`config.mk`:
```
export PLATFORM = sky130hd
export DESIGN_NAME = dual_tc_unit
export DESIGN_NICKNAME = d
export VERILOG_FILES = /design/src/rtl/dtc_pkg.sv /design/src/rtl/dtc_prescaler.sv /design/src/rtl/dtc_edge_sampler.sv /design/src/rtl/dtc_counter.sv /design/src/rtl/dtc_regs.sv /design/src/rtl/dual_tc_unit.sv
export SDC_FILE = /design/constraint.sdc
export NUM_CORES = 1
export LEC_CHECK = 0
export CORE_MARGIN = 2
export CORE_UTILIZATION = 40
export DETAILED_ROUTE_END_ITERATION = 8
export PLACE_DENSITY_LB_ADDON = 0.3
export SLEW_MARGIN = 20
export SYNTH_ARGS = -nofsm -noshare
export SYNTH_HDL_FRONTEND = slang
export SYNTH_SLANG_ARGS = --single-unit
export TNS_END_PERCENT = 50
```
`constraint.sdc`:
```
create_clock -name clk -period 4.94 [get_ports clk]
set_input_delay 0.494 -clock clk [delete_from_list [all_inputs] [get_ports clk]]
set_output_delay 0.494 -clock clk [all_outputs]
set_load 0.02 [all_outputs]
```
`src/rtl/dtc_pkg.sv`:
```
`timescale 1ns/1ps
package dtc_pkg;
  localparam int DW = 8;

  typedef enum logic [1:0] {
    TM_13     = 2'd0,
    TM_16     = 2'd1,
    TM_RELOAD = 2'd2,
    TM_SPLIT  = 2'd3
  } tmode_e;

  typedef struct packed {
    logic   gate;
    logic   ext;
    tmode_e mode;
  } tcfg_t;

  localparam logic [2:0] A_MODE = 3'd0;
  localparam logic [2:0] A_CTRL = 3'd1;
  localparam logic [2:0] A_T0L  = 3'd2;
  localparam logic [2:0] A_T0H  = 3'd3;
  localparam logic [2:0] A_T1L  = 3'd4;
  localparam logic [2:0] A_T1H  = 3'd5;
endpackage

```
`src/rtl/dtc_prescaler.sv`:
```
`timescale 1ns/1ps
module dtc_prescaler #(
  parameter int PRESCALE = 12
) (
  input  logic clk,
  input  logic rst_n,
  output logic tick
);
  localparam int PW = (PRESCALE > 1) ? $clog2(PRESCALE) : 1;
  localparam logic [PW-1:0] LAST = PW'(PRESCALE - 1);

  logic [PW-1:0] pcnt;

  always_ff @(posedge clk or negedge rst_n) begin
    if (!rst_n)             pcnt <= '0;
    else if (pcnt == LAST)  pcnt <= '0;
    else                    pcnt <= pcnt + 1'b1;
  end

  assign tick = (pcnt == LAST);

  AST_TICK_GAP: assert property (@(posedge clk) disable iff (!rst_n) tick |=> !tick) else $error("tick on adjacent cycles");
endmodule

```
`src/rtl/dtc_edge_sampler.sv`:
```
`timescale 1ns/1ps
module dtc_edge_sampler (
  input  logic clk,
  input  logic rst_n,
  input  logic tick,
  input  logic pin,
  output logic fall
);
  logic samp;

  always_ff @(posedge clk or negedge rst_n) begin
    if (!rst_n)    samp <= 1'b0;
    else if (tick) samp <= pin;
  end

  assign fall = tick & samp & ~pin;

  AST_FALL_NEEDS_LOW: assert property (@(posedge clk) disable iff (!rst_n) fall |=> !samp) else $error("fall without low sample");
endmodule

```
`src/rtl/dtc_counter.sv`:
```
`timescale 1ns/1ps
module dtc_counter
  import dtc_pkg::*;
#(
  parameter int FRAC     = 5,
  parameter bit SPLIT_OK = 1'b1
) (
  input  logic          clk,
  input  logic          rst_n,
  input  tmode_e        mode,
  input  logic          inc,
  input  logic          inc_hi,
  input  logic          wr_lo,
  input  logic          wr_hi,
  input  logic [DW-1:0] wr_data,
  output logic [DW-1:0] lo,
  output logic [DW-1:0] hi,
  output logic          ovf_main,
  output logic          ovf_hi
);
  localparam int W13 = DW + FRAC + 1;
  localparam int W16 = 2 * DW + 1;
  localparam int W8  = DW + 1;

  logic [DW-1:0] lo_n, hi_n;
  logic [W13-1:0] sum13;
  logic [W16-1:0] sum16;
  logic [W8-1:0]  sum_lo, sum_hi;

  always_comb begin
    sum13  = {1'b0, hi, lo[FRAC-1:0]} + W13'(1);
    sum16  = {1'b0, hi, lo} + W16'(1);
    sum_lo = {1'b0, lo} + W8'(1);
    sum_hi = {1'b0, hi} + W8'(1);
  end

  always_comb begin
    lo_n     = lo;
    hi_n     = hi;
    ovf_main = 1'b0;
    ovf_hi   = 1'b0;
    case (mode)
      TM_13: begin
        if (inc) begin
          lo_n[FRAC-1:0] = sum13[FRAC-1:0];
          hi_n           = sum13[DW+FRAC-1:FRAC];
          ovf_main       = sum13[W13-1];
        end
      end
      TM_16: begin
        if (inc) begin
          lo_n     = sum16[DW-1:0];
          hi_n     = sum16[2*DW-1:DW];
          ovf_main = sum16[W16-1];
        end
      end
      TM_RELOAD: begin
        if (inc) begin
          if (sum_lo[W8-1]) begin
            lo_n     = hi;
            ovf_main = 1'b1;
          end else begin
            lo_n = sum_lo[DW-1:0];
          end
        end
      end
      TM_SPLIT: begin
        if (SPLIT_OK) begin
          if (inc) begin
            lo_n     = sum_lo[DW-1:0];
            ovf_main = sum_lo[W8-1];
          end
          if (inc_hi) begin
            hi_n   = sum_hi[DW-1:0];
            ovf_hi = sum_hi[W8-1];
          end
        end
      end
      default: ;
    endcase
    if (wr_lo) lo_n = wr_data;
    if (wr_hi) hi_n = wr_data;
  end

  always_ff @(posedge clk or negedge rst_n) begin
    if (!rst_n) begin
      lo <= '0;
      hi <= '0;
    end else begin
      lo <= lo_n;
      hi <= hi_n;
    end
  end

  AST_RELOAD_COPY: assert property (@(posedge clk) disable iff (!rst_n) (mode == TM_RELOAD && inc && lo == '1 && !wr_lo) |=> (lo == $past(hi))) else $error("reload mismatch");
  AST_TOP_BITS_KEPT: assert property (@(posedge clk) disable iff (!rst_n) (mode == TM_13 && !wr_lo) |=> (lo[DW-1:FRAC] == $past(lo[DW-1:FRAC]))) else $error("13-bit top bits moved");
  AST_HOLD_IDLE: assert property (@(posedge clk) disable iff (!rst_n) (!inc && !inc_hi && !wr_lo && !wr_hi) |=> ($stable(lo) && $stable(hi))) else $error("count moved while idle");
  AST_WRITE_WINS: assert property (@(posedge clk) disable iff (!rst_n) wr_lo |=> (lo == $past(wr_data))) else $error("write lost");
endmodule

```
`src/rtl/dtc_regs.sv`:
```
`timescale 1ns/1ps
module dtc_regs
  import dtc_pkg::*;
(
  input  logic          clk,
  input  logic          rst_n,
  input  logic          wr_en,
  input  logic [2:0]    wr_addr,
  input  logic [DW-1:0] wr_data,
  input  logic [2:0]    rd_addr,
  input  logic [DW-1:0] t0_lo,
  input  logic [DW-1:0] t0_hi,
  input  logic [DW-1:0] t1_lo,
  input  logic [DW-1:0] t1_hi,
  input  logic          set0,
  input  logic          set1,
  input  logic          ack0,
  input  logic          ack1,
  output tcfg_t         cfg0,
  output tcfg_t         cfg1,
  output logic          run0,
  output logic          run1,
  output logic          flag0,
  output logic          flag1,
  output logic [DW-1:0] rd_data
);
  logic ctrl_wr;
  assign ctrl_wr = wr_en && (wr_addr == A_CTRL);

  always_ff @(posedge clk or negedge rst_n) begin
    if (!rst_n) begin
      cfg0  <= '0;
      cfg1  <= '0;
      run0  <= 1'b0;
      run1  <= 1'b0;
      flag0 <= 1'b0;
      flag1 <= 1'b0;
    end else begin
      if (wr_en && wr_addr == A_MODE) {cfg1, cfg0} <= wr_data;
      if (ctrl_wr) {run1, run0} <= wr_data[1:0];

      if (ctrl_wr)   flag0 <= wr_data[2];
      else if (set0) flag0 <= 1'b1;
      else if (ack0) flag0 <= 1'b0;

      if (ctrl_wr)   flag1 <= wr_data[3];
      else if (set1) flag1 <= 1'b1;
      else if (ack1) flag1 <= 1'b0;
    end
  end

  always_comb begin
    case (rd_addr)
      A_MODE:  rd_data = {cfg1, cfg0};
      A_CTRL:  rd_data = {{(DW-4){1'b0}}, flag1, flag0, run1, run0};
      A_T0L:   rd_data = t0_lo;
      A_T0H:   rd_data = t0_hi;
      A_T1L:   rd_data = t1_lo;
      A_T1H:   rd_data = t1_hi;
      default: rd_data = '0;
    endcase
  end

  AST_ACK_CLEARS: assert property (@(posedge clk) disable iff (!rst_n) (ack0 && !set0 && !ctrl_wr) |=> !flag0) else $error("ack did not clear");
  AST_FLAG_ON_OVF: assert property (@(posedge clk) disable iff (!rst_n) (set1 && !ctrl_wr) |=> flag1) else $error("overflow lost to ack");
endmodule

```
`src/rtl/dual_tc_unit.sv`:
```
`timescale 1ns/1ps
module dual_tc_unit
  import dtc_pkg::*;
#(
  parameter int PRESCALE = 12,
  parameter int FRAC     = 5
) (
  input  logic          clk,
  input  logic          rst_n,
  input  logic          wr_en,
  input  logic [2:0]    wr_addr,
  input  logic [DW-1:0] wr_data,
  input  logic [2:0]    rd_addr,
  output logic [DW-1:0] rd_data,
  input  logic          cnt_pin0,
  input  logic          cnt_pin1,
  input  logic          gate_pin0,
  input  logic          gate_pin1,
  input  logic          irq_ack0,
  input  logic          irq_ack1,
  output logic          ovf_flag0,
  output logic          ovf_flag1,
  output logic          t1_ovf_pulse
);
  localparam int NT = 2;

  logic          tick;
  logic [NT-1:0] pins, fall;
  tcfg_t         cfg0, cfg1;
  logic          run0, run1;
  logic          split0, inc0, inc1, inc_hi0;
  logic          ovf_m0, ovf_h0, ovf_m1, ovf_h1;
  logic          set1;
  logic [DW-1:0] t0_lo, t0_hi, t1_lo, t1_hi;

  dtc_prescaler #(.PRESCALE(PRESCALE)) u_pre (.clk(clk), .rst_n(rst_n), .tick(tick));

  assign pins = {cnt_pin1, cnt_pin0};
  for (genvar i = 0; i < NT; i++) begin : g_smp
    dtc_edge_sampler u_smp (.clk(clk), .rst_n(rst_n), .tick(tick), .pin(pins[i]), .fall(fall[i]));
  end

  assign split0  = (cfg0.mode == TM_SPLIT);
  assign inc0    = run0 && (!cfg0.gate || gate_pin0) && (cfg0.ext ? fall[0] : tick);
  assign inc1    = (split0 || run1) && (!cfg1.gate || gate_pin1) && (cfg1.ext ? fall[1] : tick);
  assign inc_hi0 = split0 && run1 && tick;
  assign set1    = split0 ? ovf_h0 : ovf_m1;

  dtc_counter #(.FRAC(FRAC), .SPLIT_OK(1'b1)) u_t0 (
    .clk(clk), .rst_n(rst_n), .mode(cfg0.mode), .inc(inc0), .inc_hi(inc_hi0),
    .wr_lo(wr_en && wr_addr == A_T0L), .wr_hi(wr_en && wr_addr == A_T0H), .wr_data(wr_data),
    .lo(t0_lo), .hi(t0_hi), .ovf_main(ovf_m0), .ovf_hi(ovf_h0)
  );

  dtc_counter #(.FRAC(FRAC), .SPLIT_OK(1'b0)) u_t1 (
    .clk(clk), .rst_n(rst_n), .mode(cfg1.mode), .inc(inc1), .inc_hi(1'b0),
    .wr_lo(wr_en && wr_addr == A_T1L), .wr_hi(wr_en && wr_addr == A_T1H), .wr_data(wr_data),
    .lo(t1_lo), .hi(t1_hi), .ovf_main(ovf_m1), .ovf_hi(ovf_h1)
  );

  dtc_regs u_regs (
    .clk(clk), .rst_n(rst_n), .wr_en(wr_en), .wr_addr(wr_addr), .wr_data(wr_data),
    .rd_addr(rd_addr), .t0_lo(t0_lo), .t0_hi(t0_hi), .t1_lo(t1_lo), .t1_hi(t1_hi),
    .set0(ovf_m0), .set1(set1), .ack0(irq_ack0), .ack1(irq_ack1),
    .cfg0(cfg0), .cfg1(cfg1), .run0(run0), .run1(run1),
    .flag0(ovf_flag0), .flag1(ovf_flag1), .rd_data(rd_data)
  );

  always_ff @(posedge clk or negedge rst_n) begin
    if (!rst_n) t1_ovf_pulse <= 1'b0;
    else        t1_ovf_pulse <= ovf_m1 | ovf_h1;
  end

  AST_PULSE_SINGLE: assert property (@(posedge clk) disable iff (!rst_n) t1_ovf_pulse |=> !t1_ovf_pulse) else $error("pulse too long");
  AST_SPLIT_FLAG1: assert property (@(posedge clk) disable iff (!rst_n) (split0 && !ovf_h0 && !ovf_flag1 && !(wr_en && wr_addr == A_CTRL)) |=> !ovf_flag1) else $error("flag1 set by timer1 in split");
endmodule

```
==> results.md, run 1 <==
* Placeable core area at 9864 µm²
* Switching Power at around 920 µW
* Die Ht at between 100 and 150 µm
* Die width at roughly 110 µm
* Crit-path max FO at 15
* Antenna-violating nets left at 0
* DR vias at 4123
* HP Class: in2async
* Worst Path Class, Setup: in2out
* Min Hold Slack at just under 0.3 ns
* Leak pwr at 1.754 nW
* Total Neg Setup Slack at 0 ns
* Detailed Routing Iterations Pass 1 at 5
* Flop pwr share at a little over two fifths
* CTS root buf: clkbuf_8
* Register-to-register setup slack at 2.28 ns
* Drt via density at approximately 6.3
* Drt total wl at ~13000 µm
* CTS Buffer Depth at 2
* Ys Warns at 0
* DP HPWL at just under 10000 µm
* Rel. slew slack at 44.11%
* # setup viols final at 0
* Synth Area in Compound Gates at a little over a quarter
* # Post-CTS Setup Buffers at 0
* Combinational power share at between 40% and 50%
* # DRC at 0
* Syn avg cell area at approximately 8.0 µm²
* Mux cell area share after synthesis at between 4 and 5%
* Post-place setup slack at 1.479 ns
* CP Launch Type: input port
* Post-synthesis adder-cell area fraction at between 3 and 4%
* Clk sink count at between 50 and 60
* Outcome: finished clean
* Simple-gate area share of the yosys netlist at 24.57%
* Final net count at ~560
* Overall routing resource usage at between 20% and 30%
* Tmin final at 3.527 ns
* Worst-margin pin slew at ~0.84 ns
* Post-route setup slack at around 1.4 ns
* Grt total ovfl at 0
* Largest family of logic cells by synthesized area: compound AO/OA/AOI/OAI gates
* # diodes at 0
* Pint at 1.042 mW
* Layout cell share with drive strength beyond 1 at under 10%
* Clock power share at 14.2%
* Iter 0 DRT Violations at approximately 350
* Multi-input logic area at 2603 µm²
* Post-synth EDFFs at 0
* Starting Density at between 40% and 50%
* Yosys cell types at 69
* FF+latch count, synth at roughly 50
* H-tree levels at 2
* Synth Flop Type: dfrtp_1
* Setup Skew at 0.01018 ns
* # rows at 36
* Layout area overhead at 11.08%
* IO Pins at 34
* Max Cap Violations at 0
* Hold buffers post-CTS at 0
* Crit. End Element: primary output
* I/O Buffers at 33
* PD cells at 430.2 nW/µm²
* CTS tree: built
* Synth Area in XOR/XNOR at about 3.4%
* Sequential share of the synthesized area at 31.14%
* Peak supply drop at 0.0002184 V
* Filler Cell Count at about 950
* Initial antenna violation count at 0
* RSZ-0062 raised after global routing: no
* Mapped Cells at 512
* Fin crit share at between 70% and 80%
* Skew-Pair Late Insertion Delay at slightly above 0.3 ns
* WP data required at ~4.5 ns
* Slew Limit Fails at 0
* Mapped Area at roughly 4000 µm²
* Worst EP arrival at 3.03 ns
* Reg clk slew, reported paths at 0.09 ns
* Final Hold Fails at 0
* First-pass GRT wire length at around 21000 µm
* Vias in the first global route at about 3.9k
* Switch share at a little under half
* Max Clk Rate at ~280 MHz
* Syn_nets at 548
* Fraction of registers with async set/reset at between 90% and 100%
* Largest net degree at the start of global routing at 52
* Wire per inst at around 20 µm
* Num CTS Buffers at 5
* Gpl congestion at ~0.94
* Die area at around 11000 µm²
* Register area at 1276 µm²
* Post-CTS Resized at 0
-- layout by cell type, fill, tap and decap left out, types with 3 or more instances in the layout --
| master | netlist | final |
|---|---|---|
| a221oi_1 | 7 | 7 |
| o22ai_1 | 11 | 11 |
| mux2_2 | 6 | 6 |
| and2_1 | 6 | 6 |
| clkdlybuf4s50_1 | 0 | 32 |
| inv_1 | 18 | 18 |
| a31oi_1 | 20 | 20 |
| xnor2_1 | 7 | 7 |
| nor3_1 | 15 | 15 |
| clkbuf_8 | 0 | 7 |
| nand4b_1 | 3 | 3 |
| o2111ai_1 | 6 | 6 |
| nand3_1 | 17 | 17 |
| nand3b_1 | 4 | 4 |
| and4_1 | 3 | 3 |
| o21ai_0 | 28 | 28 |
| nor4_1 | 4 | 4 |
| o32ai_1 | 3 | 3 |
| a211oi_1 | 4 | 4 |
| ha_1 | 13 | 13 |
| a21oi_1 | 35 | 35 |
| nand2b_1 | 10 | 10 |
| or3_1 | 4 | 4 |
| nand2_1 | 50 | 50 |
| nand4_1 | 13 | 13 |
| nor2b_1 | 6 | 6 |
| mux2i_1 | 11 | 11 |
| dfrtp_1 | 51 | 51 |
| o31ai_1 | 12 | 12 |
| o2bb2ai_1 | 3 | 3 |
| and3_1 | 9 | 9 |
| o21a_1 | 3 | 3 |
| xor2_1 | 9 | 9 |
| nor2_1 | 42 | 42 |
-- worst max-delay path, cell delays in order --
cell and delay [ns]:
clkdlybuf4s50_1 0.79, nor2b_1 0.62, a221oi_1 0.17, o32ai_1 0.27, clkdlybuf4s50_1 0.69
-- layout make-up --
class	instances	share of cell area [%]
Tap cell	133	3.655
Inverter	18	1.484
Multi-Input combinational cell	408	57.16
Clock buffer	8	2.198
Sequential cell	51	28.03
Timing Repair Buffer	35	7.475
-- power by group through the flow --
stage / Sequential, mW / Clock [mW] / Combinational, mW
2_1_floorplan: 0.639 / 0 / 0.750
3_3_place_gp: 0.810 / 0 / 0.833
3_5_place_dp: 0.817 / 0 / 0.849
4_1_cts: 0.808 / 0.282 / 0.856
5_1_grt: 0.837 / 0.297 / 0.955
6_report: 0.818 / 0.278 / 0.862
-- flip-flops by register name (all words and copies together) (netlist names) --
name	cells
g_smp.u_smp.samp	2
t1_ovf_pulse	1
u_pre.pcnt	4
u_regs.cfg0	4
u_regs.cfg1	4
u_regs.flag0	1
u_regs.flag1	1
u_regs.run0	1
u_regs.run1	1
u_t0.hi	8
u_t0.lo	8
u_t1.hi	8
u_t1.lo	8
-- final timing paths --
kind / from / end / cells after the start
worst max-delay path: rd_addr[1] / rd_data[1] / 5
min in group clk: u_pre.pcnt[0]$_DFF_PN0_ / u_pre.pcnt[0]$_DFF_PN0_ / 1
worst max register to register: u_regs.cfg0[1]$_DFFE_PN0P_ / u_t0.hi[6]$_DFFE_PN0P_ / 7
max in group asynchronous: rst_n / u_regs.flag1$_DFFE_PN0P_ / 2
worst min register to register: u_pre.pcnt[0]$_DFF_PN0_ / u_pre.pcnt[0]$_DFF_PN0_ / 1
worst min-delay path: rst_n / u_t1.lo[4]$_DFFE_PN0P_ / 2
-- routing by layer --
| metal | wire length (µm) | global-route usage (%) | vias to the layer above |
|---|---|---|---|
| li1 | - | - | 1926 |
| met1 | 5888 | 32.31 | 1999 |
| met2 | 6254 | 40.09 | 168 |
| met3 | 769 | 3.340 | 30 |
| met4 | 332 | 7.429 | 0 |
| met5 | 0 | 0 | - |
-- metrics by stage --
step / area [µm²] / std cells / power [mW] / util [%]
4_1_cts: 4553 / 653 / 1.946 / 46.16
3_3_place_gp: 4453 / 645 / 1.643 / 45.14
3_5_place_dp: 4453 / 645 / 1.666 / 45.14
5_1_grt: 4553 / 653 / 2.090 / 46.16
2_1_floorplan: 4099 / 512 / 1.389 / -
6_report: 4553 / 653 / 1.959 / 46.16
-- logic make-up after synthesis --
family | after synthesis
buffers and inverters | 53
AND/OR/NAND/NOR | 198
XOR/XNOR | 16
adder cells (fa/ha/maj) | 13
AO/OA/AOI/OAI | 164
multiplexers | 17
flip-flops | 51
-- synthesized netlist by cell type, types with 3 or more instances --
master	instances	area share (%)
mux2i_1	11	2.7
inv_1	18	1.6
and3_1	9	1.4
o2bb2ai_1	3	0.64
buf_2	4	0.49
xor2_1	9	1.9
nand2_1	50	4.6
nand2b_1	10	1.5
or3_1	4	0.61
mux2_2	6	1.6
nand4b_1	3	0.64
clkbuf_1	24	2.2
nor2b_1	6	0.92
nor2_1	42	3.8
nand3b_1	4	0.73
o21a_1	3	0.55
o21ai_0	28	3.4
dfrtp_1	51	31
and4_1	3	0.64
o22ai_1	11	1.7
buf_1	3	0.27
xnor2_1	7	1.5
o31ai_1	12	2.2
a211oi_1	4	0.73
o2111ai_1	6	1.3
a21oi_1	35	4.3
o32ai_1	3	0.64
nand3_1	17	2.1
ha_1	13	4.0
and2_1	6	0.92
a221oi_1	7	1.5
nor4_1	4	0.61
nor3_1	15	1.8
a31oi_1	20	3.1
nand4_1	13	2.0
No activity file was read; power rests on OpenSTA's default activity.
==> run 2: changes to the inputs <==
- clock period: 4.94 -> 3.57 ns (I/O delays scaled with it)
==> run 2 against run 1 <==
Effect of this change:
- global-route usage rose by 0.20 points
- die area is the same
- setup slack lost 0.76 ns
- via count rose by 0.49%
- flip-flop and latch count stayed put
- register-to-register slack worse by 1.4 ns
- largest cell class unchanged
- combinational power is 39% higher
- highest routed layer unchanged
==> results.md, run 2 (same netlist as run 1, synthesis figures left out) <==
* Skew-Pair Late Insertion Delay at just over 0.3 ns
* CP Launch Type: input port
* Post-CTS Resized at 0
* Starting Density at 41.55%
* Pint at 1.474 mW
* Flop pwr share at 41.5%
* Most common cell after layout, fill and taps aside: dfrtp_1
* Die width at between 100 and 150 µm
* Peak supply drop at approximately 0.00029 V
* Tmin final at around 2.9 ns
* Drt via density at about 6.3
* Switch share at 46.30%
* DP HPWL at between 9000 and 10000 µm
* IO Pins at 34
* Register-to-register setup slack at a little under 0.9 ns
* Vias in the first global route at 3901
* Crit-path max FO at 13
* Switching Power at around 1.3 mW
* Worst r2r src: u_regs.cfg0[1]$_DFFE_PN0P_
* Antenna-violating nets left at 0
* CTS Buffer Depth at 2
* Hold buffers post-CTS at 0
* Overall routing resource usage at about 24%
* Num CTS Buffers at 5
* Grt total ovfl at 0
* Worst Path Class, Setup: in2out
* Outcome: finished clean
* WP data required at 3.21 ns
* DR vias at 4143
* Placeable core area at 9864 µm²
* CTS tree: built
* Worst r2r path cells at 6
* # DRC at 0
* Max Cap Violations at 0
* Largest net degree at the start of global routing at 31
* I/O Buffers at 33
* Wire per inst at just over 20 µm
* Setup Skew at 0.01909 ns
* Layout area overhead at 12.06%
* HP Class: in2async
* Worst-margin pin slew at a little under 0.9 ns
* Combinational power share at a little over two fifths
* Leak pwr at about 1.8 nW
* Slew Limit Fails at 0
* Worst Setup SP: rd_addr[0]
* CTS root buf: clkbuf_8
* Total Neg Setup Slack at 0 ns
* Post-place setup slack at about 0.73 ns
* Die area at roughly 11000 µm²
* Layout cell share with drive strength beyond 1 at 5.725%
* RSZ-0062 raised after global routing: no
* Utilization after layout at a little under half
* Detailed Routing Iterations Pass 1 at 5
* Clk sink count at 51
* Initial antenna violation count at 0
* Die Ht at ~110 µm
* Max Clk Rate at between 300 and 400 MHz
* # diodes at 0
* Reg clk slew, reported paths at 0.09 ns
* # setup viols final at 0
* Commonest cells after routing, fill and taps aside: dfrtp_1 (51), nand2_1 (50), nor2_1 (42)
* Iter 0 DRT Violations at between 200 and 300
* Power Total at roughly 2.7 mW
* Post-route setup slack at roughly 0.66 ns
* H-tree levels at 2
* Final net count at between 500 and 600
* # Post-CTS Setup Buffers at 0
* PD cells at ~600 nW/µm²
* Gpl congestion at around 0.96
* Final Hold Fails at 0
* Clock power share at between 10 and 15%
* Worst EP arrival at 2.56 ns
* # rows at 36
* Fin crit share at roughly four fifths
* Crit. End Element: primary output
* Drt total wl at around 13000 µm
* First-pass GRT wire length at ~21000 µm
* Filler Cell Count at ~950
* FF-to-FF End: u_t1.hi[5]$_DFFE_PN0P_
* Rel. slew slack at between 40% and 50%
## run 2: cell type report
class	count	area [µm²]	share of cell area (%)
clock buffers	6	72.57	1.580
clock inverters	1	30.03	0.6538
multi-input cells	408	2603	56.66
repair buffers	40	377.9	8.227
flip-flops and latches	51	1276	27.79
well taps	133	166.4	3.623
inverters	18	67.56	1.471
## run 2: worst max-delay path by stage
stage,endpoint,slack [ns],depth (start not counted)
6_report,rd_data[2],0.66,6
5_1_grt,rd_data[2],0.55,6
4_1_cts,rd_data[2],0.72,6
3_5_place_dp,rd_data[2],0.73,6
3_3_place_gp,rd_data[2],0.75,6
2_1_floorplan,u_t1.lo[2]$_DFFE_PN0P_,1.58,8
## run 2: metal layers
metal	routed length, µm	track usage (%)	up-vias
met1	5773	32.92	1991
met5	0	0	-
met3	886	2.968	32
met2	6299	39.91	184
met4	374	8.381	0
li1	-	-	1936
## run 2: power by group through the flow
stage               sequential (mW)  combinational, mW  clock, mW
floorplan                     0.885               1.04          0
global placement               1.13               1.16          0
detailed placement             1.13               1.18          0
CTS                            1.12               1.19      0.408
global route                   1.17               1.33      0.434
finish                         1.14               1.20      0.405
## run 2: per-stage QoR
step	cell area, µm²	std cells	hold slack [ns]
floorplan	4099	512	0.06141
global placement	4491	650	0.3659
detailed placement	4491	650	0.3531
CTS	4593	657	0.02200
global route	4593	657	0.04864
finish	4593	657	0.009334
## run 2: critical path, stage by stage
cell,delay (ns)
clkdlybuf4s50_1,0.79
inv_1,0.30
nor2_1,0.18
a31oi_1,0.07
o22ai_1,0.21
clkdlybuf4s50_1,0.65
==> run 3: changes to the inputs <==
- clock period: 3.57 -> 3 ns (I/O delays scaled with it)
==> run 3 against run 2 <==
Effect of this change:
- setup slack got worse by 0.33 ns
- die area unchanged
- first-iteration DRC count fell by 5.7%
- final cell count up 0.76%
- wire length about the same
- clock power up 12%
- sequential power is 19% higher
- global-route usage about the same
- count of clock-buffer cells in the layout is 2 higher
- flip-flop and latch count unchanged
- via count rose by 0.24%
==> results.md, run 3 (same netlist as run 1, synthesis figures left out) <==
* Outcome: finished clean
* Utilization after layout at a little under half
* Setup Skew at about 0.011 ns
* Register area at approximately 1300 µm²
* Post-CTS Resized at 0
* Grt total ovfl at 0
* Wire per inst at between 20 and 25 µm
* # setup viols final at 0
* Antenna-violating nets left at 0
* # rows at 36
* Peak supply drop at 0.0003305 V
* Clk sink count at about 50
* RSZ-0062 raised after global routing: no
* Worst Path Class, Setup: in2out
* Starting Density at about two fifths
* Leak pwr at ~1.8 nW
* Die area at ~11000 µm²
* Drt via density at 6.273
* Skew-Pair Late Insertion Delay at between 0.3 and 0.4 ns
* Overall routing resource usage at around 24%
* CP Launch Type: input port
* # diodes at 0
* Filler Cell Count at 980
* Max Cap Violations at 0
* Initial antenna violation count at 0
* Hold buffers post-CTS at 0
* Fin crit share at between 80 and 90%
* Worst r2r src: u_regs.cfg0[1]$_DFFE_PN0P_
* Layout cell share with drive strength beyond 1 at 6.616%
* IO Pins at 34
* Die Ht at about 110 µm
* Dpl cells at around 650
* Worst Setup SP: rd_addr[1]
* Worst-margin pin slew at between 0.8 and 0.9 ns
* Placeable core area at around 9900 µm²
* Tmin final at between 2 and 3 ns
* DR vias at about 4.2k
* Multi-input logic area at between 2000 and 3000 µm²
* Post-place setup slack at 0.3544 ns
* H-tree levels at 2
* CTS Buffer Depth at 2
* Largest net degree at the start of global routing at 33
* HP Class: in2async
* Die width at 105.2 µm
* Num CTS Buffers at 5
* DP HPWL at about 10000 µm
* # DRC at 0
* Rel. slew slack at between 40% and 50%
* Post-Layout Cell Count at between 600 and 700
* Detailed Routing Iterations Pass 1 at 5
* Post-route setup slack at 0.3262 ns
* Drt total wl at around 13000 µm
* Commonest cells after routing, fill and taps aside: dfrtp_1 (51), nand2_1 (50), nor2_1 (42)
* CTS root buf: clkbuf_8
* Final net count at between 500 and 600
* Crit-path max FO at 8
* Gpl congestion at 0.9573
* # Post-CTS Setup Buffers at 0
* Iter 0 DRT Violations at 281
* Worst EP arrival at 2.37 ns
* Layout area overhead at 12.73%
* CTS tree: built
* Vias in the first global route at approximately 4k
* Final Hold Fails at 0
* PD cells at around 700 nW/µm²
* I/O Buffers at 33
* Max Clk Rate at roughly 370 MHz
* WP data required at ~2.7 ns
* Reg clk slew, reported paths at ~0.09 ns
* Crit. End Element: primary output
* Slew Limit Fails at 0
* Total Neg Setup Slack at 0 ns
* First-pass GRT wire length at about 21000 µm
* Most common cell after layout, fill and taps aside: dfrtp_1
[run 3: cell count changes in the layout (fill, tap and decap cells not counted)]
cell       before  now
clkbuf_8        5    7
bufinv_16       1    0
buf_4           7   11
[run 3: path summary, 6_finish.rpt]
| check | to | cells past startpoint | slack, ns |
|---|---|---|---|
| max | rd_data[3] | 6 | 0.33 |
| min | u_t1.lo[1]$_DFFE_PN0P_ | 1 | 0.07 |
| max reg2reg | u_t0.hi[6]$_DFFE_PN0P_ | 7 | 0.37 |
| min reg2reg | g_smp[0].u_smp.samp$_DFFE_PN0N_ | 2 | 0.48 |
| max in group asynchronous | u_t1.hi[0]$_DFFE_PN0P_ | 2 | 2.16 |
| min in group clk | g_smp[0].u_smp.samp$_DFFE_PN0N_ | 2 | 0.48 |
[run 3: per-stage QoR]
stage	area [µm²]	hold WS [ns]	power [mW]
final	4621	0.06952	3.244
after global routing	4621	0.1188	3.460
after CTS	4621	0.09270	3.210
after detailed placement	4521	0.4273	2.752
after global placement	4521	0.4279	2.726
after floorplan	4099	0.004409	2.287
[run 3: cell type report]
cell class / count / area share (%)
clock buffers: 8 / 2.166
inverters: 18 / 1.462
multi-input cells: 408 / 56.32
flip-flops and latches: 51 / 27.62
well taps: 133 / 3.601
repair buffers: 44 / 8.828
[run 3: worst max-delay path, cell delays in order]
cell and delay, ns:
clkdlybuf4s50_1 0.65, nor2b_1 0.32, buf_4 0.21, a21oi_1 0.07
a21oi_1 0.19, clkdlybuf4s50_1 0.64
[run 3: layer usage]
layer / wire (µm) / track usage [%] / share of wire (%) / vias to the layer above
li1: - / - / - / 1953
met1: 5879 / 33.10 / 44 / 2009
met2: 6307 / 38.57 / 47 / 154
met3: 689 / 2.907 / 5.2 / 37
met4: 450 / 10.38 / 3.4 / 0
met5: 0 / 0 / 0 / -
[run 3: where the power goes]
group	total (mW)	internal (mW)	switching, mW
combinational	1.43	0.629	0.803
clock	0.454	0.211	0.242
sequential	1.36	0.885	0.474
total	3.24	1.73	1.52
